### src/rtl/sens_i2c_pkg.sv
package sens_i2c_pkg;
  localparam int BYTE_W = 8;
  localparam int DATA_W = 2 * BYTE_W;
  localparam int ADDR_W = 7;

  typedef enum logic [2:0] {BUS_IDLE, BUS_RX, BUS_ACK, BUS_TX, BUS_MACK} busState_t;
  typedef enum logic [1:0] {XF_WRITE, XF_READ, XF_GCALL, XF_ARA} xfer_t;

  // strobes from the bus control to the register datapath
  typedef struct packed {
    logic              startSeen;
    logic              ptrWr;
    logic              dataWr;
    logic              dataHi;
    logic              pinLatch;
    logic              regReset;
    logic [BYTE_W-1:0] dataByte;
  } ctlStb_t;
endpackage

### src/rtl/sens_i2c_regs.sv
module sens_i2c_regs
  import sens_i2c_pkg::*;
#(
  parameter logic [3:0]        ADDR_HI  = 4'b1001,
  parameter bit                DUAL_PIN = 1'b1,
  parameter int                INT_BIT  = 1,
  parameter logic [BYTE_W-1:0] CFG_DEF  = 8'h00,
  parameter logic [DATA_W-1:0] LOW_DEF  = 16'h4B00,
  parameter logic [DATA_W-1:0] HIGH_DEF = 16'h5000
) (
  input  logic              clk,
  input  logic              rstN,
  input  ctlStb_t           stb,
  input  logic [1:0]        addrPinA,
  input  logic [1:0]        addrPinB,
  input  logic [DATA_W-1:0] tempIn,
  output logic [ADDR_W-1:0] myAddr,
  output logic [DATA_W-1:0] rdWord,
  output logic [BYTE_W-1:0] cfgReg,
  output logic [DATA_W-1:0] lowLim,
  output logic [DATA_W-1:0] highLim,
  output logic              intMode
);
  localparam int LOW_BITS = ADDR_W - 4;

  logic [LOW_BITS-1:0] pinCode;
  logic                latchArm;
  logic                doLatch;
  logic [1:0]          ptr;

  // pin state: 00 low, 01 high, 1x floating
  generate
    if (DUAL_PIN) begin : g_dual
      always_comb begin
        if (addrPinB[1]) pinCode = (addrPinA == 2'b01) ? 3'b111 : 3'b011;
        else begin
          pinCode[2] = addrPinB[0];
          pinCode[1:0] = addrPinA[1] ? 2'b01 : (addrPinA[0] ? 2'b10 : 2'b00);
        end
      end
    end else begin : g_single
      always_comb begin
        pinCode = '0;
        pinCode[1:0] = addrPinA[1] ? 2'b01 : (addrPinA[0] ? 2'b10 : 2'b00);
      end
    end
  endgenerate

  assign doLatch = (latchArm & stb.startSeen) | stb.pinLatch;

  always_ff @(posedge clk or negedge rstN) begin
    if (!rstN) begin
      latchArm <= 1'b1;
      myAddr   <= {ADDR_HI, {LOW_BITS{1'b0}}};
    end else if (doLatch) begin
      latchArm <= 1'b0;
      myAddr   <= {ADDR_HI, pinCode};
    end
  end

  always_ff @(posedge clk or negedge rstN) begin
    if (!rstN) begin
      ptr     <= 2'd0;
      cfgReg  <= CFG_DEF;
      lowLim  <= LOW_DEF;
      highLim <= HIGH_DEF;
    end else if (stb.regReset) begin
      ptr     <= 2'd0;
      cfgReg  <= CFG_DEF;
      lowLim  <= LOW_DEF;
      highLim <= HIGH_DEF;
    end else if (stb.ptrWr) begin
      ptr <= stb.dataByte[1:0];
    end else if (stb.dataWr) begin
      case (ptr)
        2'd1: if (stb.dataHi) cfgReg <= stb.dataByte;
        2'd2: if (stb.dataHi) lowLim[DATA_W-1:BYTE_W] <= stb.dataByte;
              else lowLim[BYTE_W-1:0] <= stb.dataByte;
        2'd3: if (stb.dataHi) highLim[DATA_W-1:BYTE_W] <= stb.dataByte;
              else highLim[BYTE_W-1:0] <= stb.dataByte;
        default: ;
      endcase
    end
  end

  always_comb begin
    case (ptr)
      2'd0:    rdWord = tempIn;
      2'd1:    rdWord = {cfgReg, {BYTE_W{1'b0}}};
      2'd2:    rdWord = lowLim;
      default: rdWord = highLim;
    endcase
  end

  assign intMode = cfgReg[INT_BIT];

  AST_ADDR_HELD: assert property (@(posedge clk) disable iff (!rstN)
    !$past(doLatch) |-> $stable(myAddr)) else $error("address moved");

  AST_GC_DEFAULTS: assert property (@(posedge clk) disable iff (!rstN)
    $past(stb.regReset) |-> (ptr == 2'd0 && cfgReg == CFG_DEF &&
                             lowLim == LOW_DEF && highLim == HIGH_DEF)) else $error("reset cmd");

  AST_TEMP_RO: assert property (@(posedge clk) disable iff (!rstN)
    $past(stb.dataWr && ptr == 2'd0) |-> (cfgReg == $past(cfgReg) &&
      lowLim == $past(lowLim) && highLim == $past(highLim))) else $error("temp write");
endmodule

### src/rtl/sens_i2c_ctrl.sv
module sens_i2c_ctrl
  import sens_i2c_pkg::*;
#(
  parameter logic [ADDR_W-1:0] ARA_ADDR = 7'b0001100,
  parameter logic [BYTE_W-1:0] GC_LATCH = 8'h04,
  parameter logic [BYTE_W-1:0] GC_RESET = 8'h06
) (
  input  logic              clk,
  input  logic              rstN,
  input  logic              sclIn,
  input  logic              sdaIn,
  input  logic [ADDR_W-1:0] myAddr,
  input  logic [DATA_W-1:0] rdWord,
  input  logic              intMode,
  input  logic              alertPending,
  input  logic              alertStatus,
  output logic              sdaOe,
  output logic              hsMode,
  output logic              rdStb,
  output logic              araWon,
  output ctlStb_t           stb
);
  busState_t         state;
  xfer_t             xfer, nxtXfer;
  logic              sclQ, sdaQ;
  logic              startDet, stopDet, sclRise, sclFall;
  logic [2:0]        bitCnt;
  logic [2:0]        byteIdx;
  logic              rxFull, ackToTx, txLow, mAck;
  logic [BYTE_W-1:0] shiftIn, txShift, firstTx, nextTx;
  logic [DATA_W-1:0] txWord;
  logic              doAck, goTx, hsHit, byteEnd;

  always_ff @(posedge clk or negedge rstN) begin
    if (!rstN) begin
      sclQ <= 1'b1;
      sdaQ <= 1'b1;
    end else begin
      sclQ <= sclIn;
      sdaQ <= sdaIn;
    end
  end

  assign startDet = sclQ & sclIn & sdaQ & ~sdaIn;
  assign stopDet  = sclQ & sclIn & ~sdaQ & sdaIn;
  assign sclRise  = ~sclQ & sclIn;
  assign sclFall  = sclQ & ~sclIn;
  assign byteEnd  = (state == BUS_RX) && sclFall && rxFull;

  // decision on a completed received byte
  always_comb begin
    doAck = 1'b0; goTx = 1'b0; hsHit = 1'b0; nxtXfer = xfer;
    if (byteIdx == 3'd0) begin
      if (shiftIn[BYTE_W-1:1] == myAddr) begin
        doAck = 1'b1; goTx = shiftIn[0];
        nxtXfer = shiftIn[0] ? XF_READ : XF_WRITE;
      end else if (shiftIn == 8'h00) begin
        doAck = 1'b1; nxtXfer = XF_GCALL;
      end else if (shiftIn == {ARA_ADDR, 1'b1}) begin
        doAck = alertPending & intMode; goTx = 1'b1; nxtXfer = XF_ARA;
      end else if (shiftIn[7:3] == 5'b00001) begin
        hsHit = 1'b1;
      end
    end else begin
      doAck = 1'b1;
    end
  end

  always_comb begin
    stb = '0;
    stb.startSeen = startDet;
    stb.dataByte  = shiftIn;
    if (byteEnd && byteIdx != 3'd0) begin
      if (xfer == XF_WRITE) begin
        stb.ptrWr  = (byteIdx == 3'd1);
        stb.dataWr = (byteIdx == 3'd2) || (byteIdx == 3'd3);
        stb.dataHi = (byteIdx == 3'd2);
      end else if (xfer == XF_GCALL && byteIdx == 3'd1) begin
        stb.pinLatch = (shiftIn == GC_LATCH) || (shiftIn == GC_RESET);
        stb.regReset = (shiftIn == GC_RESET);
      end
    end
  end

  assign firstTx = (xfer == XF_ARA) ? {myAddr, alertStatus} : rdWord[DATA_W-1:BYTE_W];
  assign nextTx  = txLow ? txWord[DATA_W-1:BYTE_W] : txWord[BYTE_W-1:0];

  always_ff @(posedge clk or negedge rstN) begin
    if (!rstN) begin
      state <= BUS_IDLE; xfer <= XF_WRITE;
      bitCnt <= '0; byteIdx <= '0; rxFull <= 1'b0;
      ackToTx <= 1'b0; txLow <= 1'b0; mAck <= 1'b0;
      shiftIn <= '0; txShift <= '0; txWord <= '0;
      sdaOe <= 1'b0; hsMode <= 1'b0; rdStb <= 1'b0; araWon <= 1'b0;
    end else begin
      rdStb  <= 1'b0;
      araWon <= 1'b0;
      if (startDet) begin
        state <= BUS_RX; bitCnt <= '0; byteIdx <= '0; rxFull <= 1'b0; sdaOe <= 1'b0;
      end else if (stopDet) begin
        state <= BUS_IDLE; sdaOe <= 1'b0; hsMode <= 1'b0;
      end else begin
        case (state)
          BUS_RX: begin
            if (sclRise) begin
              shiftIn <= {shiftIn[BYTE_W-2:0], sdaIn};
              bitCnt  <= bitCnt + 3'd1;
              if (bitCnt == 3'd7) rxFull <= 1'b1;
            end else if (byteEnd) begin
              rxFull <= 1'b0;
              if (hsHit) hsMode <= 1'b1;
              if (doAck) begin
                state <= BUS_ACK; sdaOe <= 1'b1;
                xfer <= nxtXfer; ackToTx <= goTx;
                if (byteIdx != 3'd4) byteIdx <= byteIdx + 3'd1;
              end else begin
                state <= BUS_IDLE;
              end
            end
          end
          BUS_ACK: if (sclFall) begin
            bitCnt <= '0;
            if (ackToTx) begin
              state <= BUS_TX; txShift <= firstTx; sdaOe <= ~firstTx[BYTE_W-1];
              txWord <= rdWord; txLow <= 1'b0;
            end else begin
              state <= BUS_RX; sdaOe <= 1'b0;
            end
          end
          BUS_TX: begin
            if (sclRise && xfer == XF_ARA && !sdaOe && !sdaIn) begin
              state <= BUS_IDLE;
            end else if (sclFall) begin
              if (bitCnt == 3'd7) begin
                state <= BUS_MACK; sdaOe <= 1'b0;
              end else begin
                txShift <= {txShift[BYTE_W-2:0], 1'b0};
                sdaOe   <= ~txShift[BYTE_W-2];
                bitCnt  <= bitCnt + 3'd1;
              end
            end
          end
          BUS_MACK: begin
            if (sclRise) begin
              mAck <= ~sdaIn;
              if (xfer == XF_READ && txLow) rdStb <= 1'b1;
              if (xfer == XF_ARA) araWon <= 1'b1;
            end else if (sclFall) begin
              if (mAck && xfer == XF_READ) begin
                state <= BUS_TX; txShift <= nextTx; sdaOe <= ~nextTx[BYTE_W-1];
                txLow <= ~txLow; bitCnt <= '0;
              end else begin
                state <= BUS_IDLE;
              end
            end
          end
          default: ;
        endcase
      end
    end
  end

  AST_NO_FALSE_START: assert property (@(posedge clk) disable iff (!rstN)
    (sclIn && sclQ) |-> !$rose(sdaOe)) else $error("pull while clock high");

  AST_HS_CLEARED: assert property (@(posedge clk) disable iff (!rstN)
    $past(stopDet) |-> !hsMode) else $error("hs after stop");

  AST_ARA_NEEDS_INT: assert property (@(posedge clk) disable iff (!rstN)
    araWon |-> intMode) else $error("alert response without interrupt mode");

  AST_STB_EXCLUSIVE: assert property (@(posedge clk) disable iff (!rstN)
    !(rdStb && araWon)) else $error("both strobes");
endmodule

### src/rtl/sens_i2c_target.sv
module sens_i2c_target
  import sens_i2c_pkg::*;
#(
  parameter logic [3:0]        ADDR_HI  = 4'b1001,
  parameter bit                DUAL_PIN = 1'b1,
  parameter int                INT_BIT  = 1,
  parameter logic [BYTE_W-1:0] CFG_DEF  = 8'h00,
  parameter logic [DATA_W-1:0] LOW_DEF  = 16'h4B00,
  parameter logic [DATA_W-1:0] HIGH_DEF = 16'h5000
) (
  input  logic              clk,
  input  logic              rstN,
  input  logic              sclIn,
  input  logic              sdaIn,
  output logic              sdaOe,
  input  logic [1:0]        addrPinA,
  input  logic [1:0]        addrPinB,
  input  logic [DATA_W-1:0] tempIn,
  input  logic              alertPending,
  input  logic              alertStatus,
  output logic [BYTE_W-1:0] cfgOut,
  output logic [DATA_W-1:0] lowLimOut,
  output logic [DATA_W-1:0] highLimOut,
  output logic              hsMode,
  output logic              rdStb,
  output logic              araWon
);
  ctlStb_t           stb;
  logic [ADDR_W-1:0] myAddr;
  logic [DATA_W-1:0] rdWord;
  logic              intMode;

  sens_i2c_ctrl ctrl_i (
    .clk(clk), .rstN(rstN), .sclIn(sclIn), .sdaIn(sdaIn),
    .myAddr(myAddr), .rdWord(rdWord), .intMode(intMode),
    .alertPending(alertPending), .alertStatus(alertStatus),
    .sdaOe(sdaOe), .hsMode(hsMode), .rdStb(rdStb), .araWon(araWon), .stb(stb)
  );

  sens_i2c_regs #(
    .ADDR_HI(ADDR_HI), .DUAL_PIN(DUAL_PIN), .INT_BIT(INT_BIT),
    .CFG_DEF(CFG_DEF), .LOW_DEF(LOW_DEF), .HIGH_DEF(HIGH_DEF)
  ) regs_i (
    .clk(clk), .rstN(rstN), .stb(stb), .addrPinA(addrPinA), .addrPinB(addrPinB),
    .tempIn(tempIn), .myAddr(myAddr), .rdWord(rdWord), .cfgReg(cfgOut),
    .lowLim(lowLimOut), .highLim(highLimOut), .intMode(intMode)
  );
endmodule

### config.mk
export PLATFORM = sky130hd
export DESIGN_NAME = sens_i2c_target
export DESIGN_NICKNAME = d
export VERILOG_FILES = /design/src/rtl/sens_i2c_pkg.sv /design/src/rtl/sens_i2c_regs.sv /design/src/rtl/sens_i2c_ctrl.sv /design/src/rtl/sens_i2c_target.sv
export SDC_FILE = /design/constraint.sdc
export NUM_CORES = 1
export LEC_CHECK = 0
export ABC_CLOCK_PERIOD_IN_PS = 3200
export BUFFER_PORTS_ARGS = -buffer_cell sky130_fd_sc_hd__buf_2
export CAP_MARGIN = 20
export CORE_AREA = 2 2 101 103
export CTS_CLUSTER_SIZE = 24
export DETAILED_ROUTE_END_ITERATION = 10
export DIE_AREA = 0 0 103 105
export GPL_ROUTABILITY_DRIVEN = 0
export PLACE_DENSITY = 0.84
export SETUP_SLACK_MARGIN = 0.1
export SYNTH_ARGS = -nofsm -noshare
export SYNTH_HDL_FRONTEND = slang
export SYNTH_HIERARCHICAL = 1
export SYNTH_SLANG_ARGS = --single-unit
### constraint.sdc
create_clock -name clk -period 3.2 [get_ports clk]
set_input_delay 0.16 -clock clk [delete_from_list [all_inputs] [get_ports clk]]
set_output_delay 0.16 -clock clk [all_outputs]
set_load 0.005 [all_outputs]
; Word-level counts from Yosys, hierarchy flattened
; Cells that the tools add are included.
[op_classes]
n_addsub = 2
eq_ne = 54
muxes = 126
bitwise = 21
reduce_logical = 55
[ops]
columns = operator, count
row1 = two-way mux 16 bit, 8
row2 = two-way mux 3 bit, 30
row3 = two-way mux 8 bit, 8
row4 = two-way mux 7 bit, 8
row5 = two-way mux 1 bit, 53
row6 = case mux 16 bit (3 select lines), 1
row7 = AND reduction 4 bit, 8
row8 = nonzero test 2 bit, 14
row9 = two-way mux 2 bit, 12
row10 = "inequality test 4 x 1 -> 1 bit, second input constant", 6
row11 = case mux 3 bit (4 select lines), 2
row12 = AND reduction 8 bit, 3
row13 = case mux 7 bit (3 select lines), 1
row14 = AND reduction 10 bit, 2
row15 = "equality test 8 x 3 -> 1 bit, second input constant", 2
row16 = "inequality test 2 x 1 -> 1 bit, second input constant", 8
row17 = "inequality test 3 x 1 -> 1 bit, second input constant", 5
row18 = "equality test 3 x 2 -> 1 bit, second input constant", 4
row19 = "inequality test 3 x 2 -> 1 bit, second input constant", 4
row20 = "inequality test 4 x 2 -> 1 bit, second input constant", 3
row21 = AND reduction 6 bit, 2
row22 = nonzero test 3 bit, 4
row23 = NOT 1 bit, 11
row24 = AND reduction 11 bit, 1
row25 = 25 further kinds, 58
[word_totals]
reg_bits = 98
inputBits = 26
output_inout_bits = 44
wordCells = 283

; Depth between registers and ports, before layout
[logic_depth]
word_depth = 11
mapped_depth = 11
ltp_nobuf = 8

; By module
; Netlist, hierarchy kept.
[modules_own_cells]
columns = module, n_inst, cells_per_inst, area_per_inst_um2, seq_area_each_um2
row1 = sens_i2c_ctrl, 1, 286, 3085.5, 1303.8
row2 = sens_i2c_regs, 1, 223, 2526.2, 1159.9

; Least setup slack after synthesis
; OpenSTA, ideal clock, no wires.
[synth_timing]
path_kind = reg-to-reg
start = register ctrl_i.sclQ
end = register regs_i.lowLim[0]
setup_ns = 0.129
arrival_ns = 2.365
t_required_ns = 3.071
path_slack_ns = 0.706
stages_incl_launch_ff = 9
n_path_buf = 1
period_less_slack_ns = 2.494
cell_sequence = dfstp_2 > buf_2 > and3b_1 > nand2_2 > or4_1 > nor3_1 > nor3b_2 > nand2_2 > mux2i_1
[synth_lines]
columns = item, line
row1 = "start, declared", sens_i2c_ctrl.sv:25  ; logic sclQ, sdaQ;
row2 = "start signal, assigned", sens_i2c_ctrl.sv:39  ; sclQ <= sclIn;
row3 = "end signal, assigned by index", sens_i2c_regs.sv:77  ; 2'd2: if (stb.dataHi) lowLim[DATA_W-1:BYTE_W] <= stb.dataByte;
row4 = "end signal, assigned by index", sens_i2c_regs.sv:78  ; else lowLim[BYTE_W-1:0] <= stb.dataByte;
row5 = "end, declared", sens_i2c_regs.sv:20  ; output logic [DATA_W-1:0] lowLim,

==> summary.md <==
| Metric | Value |
|---|---|
| Status | complete, no violations |
| Final Non-Filler Cells | 704 |
| Top-count cell post-synth | dfrtp_1 |
| Fin Hold WS | 114 ps |
| CP Cell Sequence | nor3b_4 > nand2_2 > or4_1 > nor2_1 > and2_1 > and3b_1 > nand2_4 > mux2i_1 |
| Layout cells sized above 1 | 27.1% |
| EDFF count, synth | 0 |
| Layout Nets | 598 |
| Drt pass-1 iters | 5 |
| FF-to-FF setup slack | 350 ps |
| Leakage power | 0.00305 uW |
| CTS buffer count | 9 |
| Die height | 105 microns |
| Minimum clock period | 2850 ps |
| Worst Setup End Kind | flop |
| Max-cap violations | 0 |
| Power share of the sequential group | 44.9% |
| Max-slew violation count | 0 |
| Root buf cell | clkbuf_8 |
| Final hold violation count | 0 |
| Initial core utilization | 58.2% |
| Share of the yosys chip area belonging to registers | 43.9% |
| RR Endpoint | regs_i/highLim[14] |
| Dpl cells | 685 |
| Worst-path maximum fanout | 12 |
| Power, Total | 3690 uW |
| Crit path launch | ctrl_i/state[0] |
| DIE AREA | 0.0108 sq mm |
| Wirelength, routed | 13900 microns |
| Fraction of registers with async set/reset | 100% |
| Required time of the critical path | 3490 ps |
| Setup_tns | 0 ps |
| Depth of the CTS H-tree | 3 |
| Synth top area share | 39.7% |
| Reg2Reg Depth | 8 |
| Pint | 2360 uW |
| Mapped Avg Cell Area | 11.0 sq um |
| Synthesized area | 0.00561 sq mm |
| Worst-path clk slew | 100 ps |
| CP arrival | 3140 ps |
| Die X | 103 microns |
| Clock Path Buffers | 2 |
| Setup violations, final | 0 |
| Vias per cell | 6.05 |
| Hold WC Path Type | in -> reg |
| Max rail drop VDD | 0.358 mV |
| Drt drc | 0 |
| Crit Path Category | reg -> reg |
| Power share of the combinational group | 32.3% |
| Rows | 36 |
| Area leader, netlist | dfrtp_1 |
| CTS tree | done |
| Vias in the first global route | 4243 |
| GR Overflow Total | 0 |
| Synth Flop Type | dfrtp_1 |
| Core box area | 0.00964 sq mm |
| Cells after Synth | 509 |
| Setup Buffers After CTS | 0 |
| Hold EP | regs_i/myAddr[0] |
| Relative slew slack | 50.7% |
| Main area contributors after synthesis | dfrtp_1, mux2i_1, mux2_2 |
| Synth top cells by count | dfrtp_1, mux2i_1, nand2b_1 |
| Antenna cell count | 0 |
| Clock Skews | 17.3 ps |
| Largest net degree at the start of global routing | 56 |
| Routed WL per cell | 19.8 microns |
| Slowest stage delay, CP | 570 ps |
| Initial DRC Count | 292 |
| Slew @ Worst Pin | 740 ps |
| Post-route ant nets | 0 |
| Yosys Warn Count | 6 |
| Switching share of power | 36.1% |
| FF-to-FF Start | ctrl_i/state[0] |
| CP startpoint kind | flop |
| Hold_sp | addrPinA[1] |
| P&R area growth vs syn | 11.1% |
| Num Clock Sinks | 98 |
| Flops & latches, synth | 98 |
| Detailed-route via count | 4256 |
| Distinct cells, synth | 71 |
| Fmax | 350 MHz |
| Sw power | 1330 uW |
| RSZ-0062 raised after global routing | false |
| Pwr per Cell Area | 592 mW/mm^2 |
| Clk network pwr share | 22.8% |
| Slowest CP cell | dfrtp_1 |
| GRT Overall Usage | 27.0% |
| DPL Wire Length | 10200 microns |
| Initial antenna violation count | 0 |
| Hold depth | 3 |
| First-pass GRT wire length | 22600 microns |
| I/O pin cnt | 70 |
| Port Buffers | 69 |
| Period utilisation layout | 89.2% |
| Clock Latency Late Sink | 370 ps |
[area by class of cell]
cell class	count	area [sq um]
clock buffer	13	159
clock inverter	3	46.3
fill	782	3410
inverter	5	18.8
multi-input combinational	375	2950
sequential	98	2460
tap	133	166
timing repair buffer	77	428
[through the flow]
step / instance area (sq um) / util [%] / worst slack [ps]
6_report: 6230 / 64.7 / 347
5_1_grt: 6230 / 64.7 / 194
4_1_cts: 6230 / 64.6 / 324
3_5_place_dp: 5990 / 62.2 / 365
3_3_place_gp: 5990 / 62.2 / 450
2_1_floorplan: 5620 / - / 706
[critical path: cells and delay by family, from the launching register on]
kind / cells / cell delay (ps)
muxes: 1 / 220
and+or+nand+nor: 7 / 1960
DFF: 1 / 570
[placed cells by master (no fill, tap or decap), drive strengths merged, types with 5 or more instances in the layout]
cell type  netlist  routed
dfrtp           89      89
buf             22      74
mux2i           62      62
nand2b          44      44
nand2           36      36
mux2            36      36
nor2            28      28
o21ai           25      25
clkbuf          11      13
a21oi           12      12
and2            10      10
o221ai           9       9
dfstp            9       9
xnor2            8       8
mux4             8       8
nand3            7       7
nor2b            7       7
nor3b            7       7
ha               6       6
inv              5       6
and3b            5       5
nand3b           5       5
nor3             5       5
[power by group through the flow]
stage	Clock, uW	Combinational [uW]	Sequential [uW]
global placement	0	1110	1650
finish	842	1190	1650
global route	900	1300	1680
detailed placement	0	1170	1670
floorplan	0	990	1520
CTS	856	1180	1650
[repair_timing]
item	4_1_cts	5_1_grt
hold buffers	3	0
hold endpoints to repair	46	0
setup endpoints to repair	0	1
resized for setup	0	1
[kinds of logic (layout without fill, tap and decap cells)]
logic type	Yosys count	count (layout)	share of synthesized area, %
compound gates	76	76	9.03
xor+xnor	9	9	1.40
fa+ha+maj	6	6	1.34
buf+inv	38	98	3.75
flops	98	98	43.9
mux	106	106	21.5
other cells	2	4	0.134
simple gates	174	174	19.0
[state kept, by name (all words and copies together) (netlist names)]
signal / cells
ctrl_i/rdStb: 1
ctrl_i/txShift: 7
ctrl_i/xfer: 2
regs_i/lowLim: 16
ctrl_i/rxFull: 1
regs_i/ptr: 2
ctrl_i/shiftIn: 8
ctrl_i/araWon: 1
regs_i/latchArm: 1
ctrl_i/sdaOe: 1
regs_i/myAddr: 3
ctrl_i/ackToTx: 1
regs_i/cfgReg: 8
ctrl_i/mAck: 1
ctrl_i/hsMode: 1
ctrl_i/sclQ: 1
ctrl_i/byteIdx: 3
ctrl_i/bitCnt: 3
ctrl_i/state: 3
ctrl_i/txLow: 1
ctrl_i/sdaQ: 1
ctrl_i/txWord: 16
regs_i/highLim: 16
[how the worst max path moves through the flow]
stage	cells past startpoint	end	slack [ps]
detailed placement	7	regs_i/lowLim[3]	360
CTS	7	regs_i/lowLim[3]	320
floorplan	8	regs_i/lowLim[0]	710
global placement	7	regs_i/lowLim[1]	450
finish	8	regs_i/highLim[14]	350
global route	8	regs_i/highLim[11]	190
[metal layers]
| metal | routed length [microns] | vias to the layer above | global-route usage, % |
|---|---|---|---|
| met5 | 0 | - | 0 |
| met4 | 291 | 0 | 9.77 |
| met3 | 1020 | 29 | 3.88 |
| met2 | 6670 | 215 | 41.6 |
| met1 | 5970 | 2069 | 38.7 |
| li1 | - | 1943 | - |
No activity file was read; power rests on OpenSTA's default activity.
